<file path="config.mk">
export PLATFORM = sky130hd
export DESIGN_NAME = fbuf_prog_seq
export DESIGN_NICKNAME = d
export VERILOG_FILES = /design/src/rtl/fbuf_prog_seq.sv
export SDC_FILE = /design/constraint.sdc
export NUM_CORES = 1
export LEC_CHECK = 0
export ABC_AREA = 1
export BUFFER_PORTS_ARGS = -buffer_cell sky130_fd_sc_hd__buf_2
export CAP_MARGIN = 20
export CORE_AREA = 2 2 82 104
export CTS_BUF_LIST = sky130_fd_sc_hd__clkbuf_16
export DETAILED_ROUTE_END_ITERATION = 8
export DIE_AREA = 0 0 84 106
export MAX_ROUTING_LAYER = met4
export PLACE_DENSITY = 0.79
export SETUP_SLACK_MARGIN = 0.02
export SLEW_MARGIN = 5
export SYNTH_ARGS = -nofsm -noshare
export SYNTH_HDL_FRONTEND = slang
export SYNTH_SLANG_ARGS = --single-unit
</file>
<file path="constraint.sdc">
create_clock -name clk -period 1.6 [get_ports clk]
set_input_delay 0.08 -clock clk [delete_from_list [all_inputs] [get_ports clk]]
set_output_delay 0.08 -clock clk [all_outputs]
set_load 0.05 [all_outputs]
</file>
<file path="src/rtl/fbuf_prog_seq.sv">
module fbuf_prog_seq #(
  parameter int AW = 23,
  parameter int DW = 16,
  parameter int IW = 5,
  parameter int SECT_LSB = 15,
  localparam int CW = IW + 1
) (
  input  logic          clk,
  input  logic          rst_n,
  input  logic          start,
  input  logic [AW-1:0] sect_addr,
  input  logic [CW-1:0] word_cnt,
  output logic [IW-1:0] tbl_idx,
  input  logic [AW-1:0] tbl_addr,
  input  logic [DW-1:0] tbl_data,
  output logic [AW-1:0] fl_addr,
  output logic [DW-1:0] fl_wdata,
  output logic          fl_we,
  output logic          fl_re,
  input  logic [DW-1:0] fl_rdata,
  output logic          busy,
  output logic          done,
  output logic          pass,
  output logic          fail,
  output logic          abort,
  output logic          err
);
  localparam logic [CW-1:0] MAXC = CW'(1 << IW);
  localparam logic [AW-1:0] UA1 = AW'(12'h555);
  localparam logic [AW-1:0] UA2 = AW'(12'h2AA);

  typedef enum logic [3:0] {
    S_IDLE, S_UL1, S_UL2, S_CMD, S_CNT, S_LOAD, S_CONF,
    S_RD1, S_CK1, S_RD2, S_CK2, S_AR1, S_AR2, S_AR3
  } st_t;

  st_t           state;
  logic [AW-1:0] sect_q, last_a;
  logic [CW-1:0] cnt_q, rem;
  logic [IW-1:0] idx;
  logic          last_d7;
  logic          in_sect, dq7_ok;
  logic          unused_rd;

  assign in_sect   = tbl_addr[AW-1:SECT_LSB] == sect_q[AW-1:SECT_LSB];
  assign dq7_ok    = fl_rdata[7] == last_d7;
  assign tbl_idx   = idx;
  assign busy      = state != S_IDLE;
  assign unused_rd = ^{fl_rdata[DW-1:8], fl_rdata[6], fl_rdata[4:2], fl_rdata[0]};

  always_comb begin
    fl_we = 1'b0;
    fl_re = 1'b0;
    fl_addr = '0;
    fl_wdata = '0;
    case (state)
      S_UL1, S_AR1: begin fl_we = 1'b1; fl_addr = UA1; fl_wdata = DW'(8'hAA); end
      S_UL2, S_AR2: begin fl_we = 1'b1; fl_addr = UA2; fl_wdata = DW'(8'h55); end
      S_AR3:  begin fl_we = 1'b1; fl_addr = UA1; fl_wdata = DW'(8'hF0); end
      S_CMD:  begin fl_we = 1'b1; fl_addr = sect_q; fl_wdata = DW'(8'h25); end
      S_CNT:  begin fl_we = 1'b1; fl_addr = sect_q; fl_wdata = DW'(cnt_q - 1'b1); end
      S_LOAD: if (in_sect) begin fl_we = 1'b1; fl_addr = tbl_addr; fl_wdata = tbl_data; end
      S_CONF: begin fl_we = 1'b1; fl_addr = sect_q; fl_wdata = DW'(8'h29); end
      S_RD1, S_RD2: begin fl_re = 1'b1; fl_addr = last_a; end
      default: ;
    endcase
  end

  always_ff @(posedge clk) begin
    if (!rst_n) begin
      state <= S_IDLE;
      sect_q <= '0;
      last_a <= '0;
      cnt_q <= '0;
      rem <= '0;
      idx <= '0;
      last_d7 <= 1'b0;
      done <= 1'b0;
      pass <= 1'b0;
      fail <= 1'b0;
      abort <= 1'b0;
      err <= 1'b0;
    end else begin
      done <= 1'b0;
      case (state)
        S_IDLE: if (start) begin
          {pass, fail, abort, err} <= 4'b0;
          if (word_cnt == '0 || word_cnt > MAXC) begin
            err <= 1'b1;
            done <= 1'b1;
          end else begin
            sect_q <= sect_addr;
            cnt_q <= word_cnt;
            rem <= word_cnt;
            idx <= '0;
            state <= S_UL1;
          end
        end
        S_UL1: state <= S_UL2;
        S_UL2: state <= S_CMD;
        S_CMD: state <= S_CNT;
        S_CNT: state <= S_LOAD;
        S_LOAD: if (!in_sect) state <= S_AR1;
        else begin
          last_a <= tbl_addr;
          last_d7 <= tbl_data[7];
          rem <= rem - 1'b1;
          idx <= idx + 1'b1;
          if (rem == CW'(1)) state <= S_CONF;
        end
        S_CONF: state <= S_RD1;
        S_RD1: state <= S_CK1;
        S_CK1: if (dq7_ok) begin
          pass <= 1'b1; done <= 1'b1; state <= S_IDLE;
        end else if (fl_rdata[5]) state <= S_RD2;
        else if (fl_rdata[1]) state <= S_AR1;
        else state <= S_RD1;
        S_RD2: state <= S_CK2;
        S_CK2: begin
          pass <= dq7_ok; fail <= !dq7_ok; done <= 1'b1; state <= S_IDLE;
        end
        S_AR1: state <= S_AR2;
        S_AR2: state <= S_AR3;
        S_AR3: begin abort <= 1'b1; done <= 1'b1; state <= S_IDLE; end
        default: state <= S_IDLE;
      endcase
    end
  end

  p_we_re_excl_r10: assert property (@(posedge clk) disable iff (!rst_n) !(fl_we && fl_re));
  p_done_pulse_r9: assert property (@(posedge clk) disable iff (!rst_n) done |=> !done);
  p_busy_ignore_r9: assert property (@(posedge clk) disable iff (!rst_n)
    (busy && start) |=> $stable(cnt_q));
  p_err_nobus_r8: assert property (@(posedge clk) disable iff (!rst_n)
    (done && err) |-> (!fl_we && !$past(fl_we)));
  p_rem_range_r3: assert property (@(posedge clk) disable iff (!rst_n)
    (state == S_LOAD) |-> (rem != '0 && rem <= MAXC));
  p_poll_after_conf_r4: assert property (@(posedge clk) disable iff (!rst_n)
    (fl_we && state == S_CONF) |=> (fl_re && fl_addr == last_a));
  p_fail_second_r5: assert property (@(posedge clk) disable iff (!rst_n)
    (done && fail) |-> $past(state == S_CK2));
  p_abort_tail_r6: assert property (@(posedge clk) disable iff (!rst_n)
    (done && abort) |-> ($past(fl_we) && $past(fl_wdata) == DW'(8'hF0)));
endmodule

</file>
==> summary.md <==
| Metric | Value |
|---|---|
| Status | finished with violations |
| Failing checks | DRC, setup timing |
| CTS H-tree depth | 3 |
| Routed wire length | 21400 µm |
| Detail Route met3 WL | 2210 µm |
| Metal-1 WL | 6610 µm |
| Die X | 84 µm |
| Least-Margin Pin Slew | 0.839 ns |
| Synth cell types | 36 |
| Worst-path clk slew | 0.06 ns |
| Int Power | 4010 µW |
| Flop2flop setup slack | -0.58 ns |
| Sw frac | 33.9% |
| Vias | 5795 |
| Rows | 37 |
| 1st-iter DRT viols | 802 |
| Skew final | 0.00978 ns |
| Post-synth EDFFs | 0 |
| Ys Warns | 0 |
| Highest Signal Layer | met4 |
| HP Class | input port to register |
| FMAX | 0.439 GHz |
| Synth Register Bits | 73 |
| Largest net degree at the start of global routing | 29 |
| Die Ht | 106 µm |
| CTS tree | done |
| First-pass GRT wire length | 22400 µm |
| Max FO, Critical Path | 6 |
| Most frequent cells in the layout | 97 x nand2_1, 88 x buf_4, 84 x buf_2, 61 x dfxtp_1, 53 x inv_1 |
| Setup Total Neg Slack | -43.00 ns |
| Seq pwr share | 33.2% |
| Sequential fraction of the synthesis area | 37.9% |
| DRC viols | 15 |
| Core footprint | 0.00801 mm² |
| Post-route setup slack | -0.679 ns |
| Total global-route track usage | 32.4% |
| Layout cell share with drive strength beyond 1 | 53.5% |
| CP startpoint kind | register |
| Via-per-instance ratio | 6.42 |
| Die Area | 0.00890 mm² |
| Synth Instances | 574 |
| Post-route cell area | 0.00706 mm² |
| Unrepaired setup endpoints after global routing | yes |
| Pre-CTS setup slack | -0.136 ns |
| Antenna violations before repair | 2 |
| Total power draw | 6070 µW |
| Syn_nets | 665 |
| Final hold vios | 0 |
| Rel. slew slack | 44.1% |
| CTS Buf Count | 9 |
| Logic pwr share | 29.9% |
| Arrival @ worst endpoint | 2.20 ns |
| Setup crit end kind | output port |
| Routed Antenna Nets | 0 |
| Final core utilization | 88.1% |
| Tmin final | 2.28 ns |
| Commonest non-fill, non-tap cell in the layout | nand2_1 |
| Mapped Area | 0.00385 mm² |
| Maxcap violations | 0 |
| Final period util | 142% |
| Vias in the first global route | 4850 |
| Clk sink count | 73 |
| Top_reg_cell synth | dfxtp_1 |
| GPL Wtd Cong | 0.975 |
| GR Overflow Total | 0 |
| Lkg Pwr | 0.00318 µW |
| P_sw | 2060 µW |
| Met2 WL | 10200 µm |
| Initial Utilization | 48.1% |
| P&R area growth vs syn | 83.2% |
| Io pins | 139 |
| Root Buffer | clkbuf_16 |
| PwrDens | 860 mW/mm² |
| Clock Power Share | 36.9% |
| Peak VDD IR | 0.861 mV |
| Port Buffers | 125 |
| Mean cell area of the mapped netlist | 6.71 µm² |
| Setup violators final | 113 |
| Async set-or-reset flop fraction in the synthesized netlist | 0% |
| WP data required | 1.52 ns |
| Final #Nets | 890 |
| Placed wire-length estimate | 8520 µm |
| Final Slew Violations | 0 |
| Clk_lat worst skew | 0.35 ns |
| DR WL/cell | 23.7 µm |
| Placed Instance Area | 0.00511 mm² |
| Drt first pass iters | 9 |
| Clock Path Buffers | 2 |
| Critical path class | register to output port |
[layout make-up]
class                   count  area (µm²)
diodes                      2        5.00
clock buffers               9         225
clock inverters             6        83.8
fillers                   345         950
inverters                  68         284
multi-input cells         407        2700
flip-flops and latches     73        1480
well taps                  97         121
repair buffers            240        2160
[cell usage after synthesis (5+ instances only)]
| cell type | n | area share [%] |
|---|---|---|
| nand2_1 | 163 | 16 |
| dfxtp_1 | 73 | 38 |
| a21oi_1 | 68 | 8.8 |
| inv_1 | 61 | 5.9 |
| nor2_1 | 41 | 4.0 |
| o21ai_0 | 41 | 5.3 |
| nand3_1 | 21 | 2.7 |
| o211ai_1 | 14 | 2.7 |
| clkbuf_1 | 12 | 1.2 |
| o2111ai_1 | 11 | 2.5 |
| buf_2 | 8 | 1.0 |
| nand4_1 | 8 | 1.3 |
| inv_2 | 5 | 0.49 |
| nor3_1 | 5 | 0.65 |
| xnor2_1 | 5 | 1.1 |
[state kept, by name, summed over array words and instances, names as in the netlist]
name	flops
fail	1
abort	1
sect_q	23
state	4
last_d7	1
last_a	23
err	1
tbl_idx	5
done	1
pass	1
cnt_q	6
rem	6
[layer usage]
layer / vias to the layer above / track usage [%]
li1: 2337 / -
met1: 2645 / 32.8
met2: 558 / 57.8
met3: 255 / 5.36
met4: 0 / 19.9
met5: - / -
[timing repair]
action,4_1_cts,5_1_grt
hold buffers,0,0
gates resized for setup,154,168
pin swaps,12,31
endpoints found under the setup margin,63,109
gates cloned,4,7
buffers inserted,31,19
[critical path, stage by stage (launching register included)]
cell      delay, ns
dfxtp_2        0.33
inv_2          0.06
nand2_2        0.05
nand2_2        0.09
nand2_2        0.08
nor2_4         0.13
nand2_2        0.08
nor2_4         0.23
buf_12         0.19
buf_12         0.15
nand2_2        0.06
o211ai_1       0.13
buf_4          0.25
[power by group through the flow]
stage	logic (µW)	registers (µW)	clock network, µW
2_1_floorplan	731	2050	0
3_3_place_gp	1170	2020	0
3_5_place_dp	1190	2020	0
4_1_cts	1400	1990	2120
5_1_grt	1890	2020	2290
6_report	1820	2020	2240
[worst paths after layout]
path | startpoint | endpoint | cells past startpoint
worst max-delay path | sect_q[22] | fl_addr[21] | 12
worst min register to register | last_a[10] | last_a[10] | 2
worst max register to register | sect_q[19] | last_a[12] | 14
worst min-delay path | word_cnt[3] | cnt_q[3] | 3
[metrics by stage]
stage | cells | hold slack [ns]
floorplan | 574 | 0.215
global placement | 834 | 0.343
detailed placement | 834 | 0.353
CTS | 880 | 0.0137
global route | 902 | 0.0138
finish | 902 | 0.0114
[kinds of logic after synthesis]
group	Yosys count	share of synthesized area (%)
AO/OA/AOI/OAI	144	21.3
XOR/XNOR	8	1.82
adder cells (fa/ha/maj)	4	1.30
buffers and inverters	94	10.0
flip-flops	73	37.9
AND/OR/NAND/NOR	251	27.6
(Power assumes the default switching activity.)
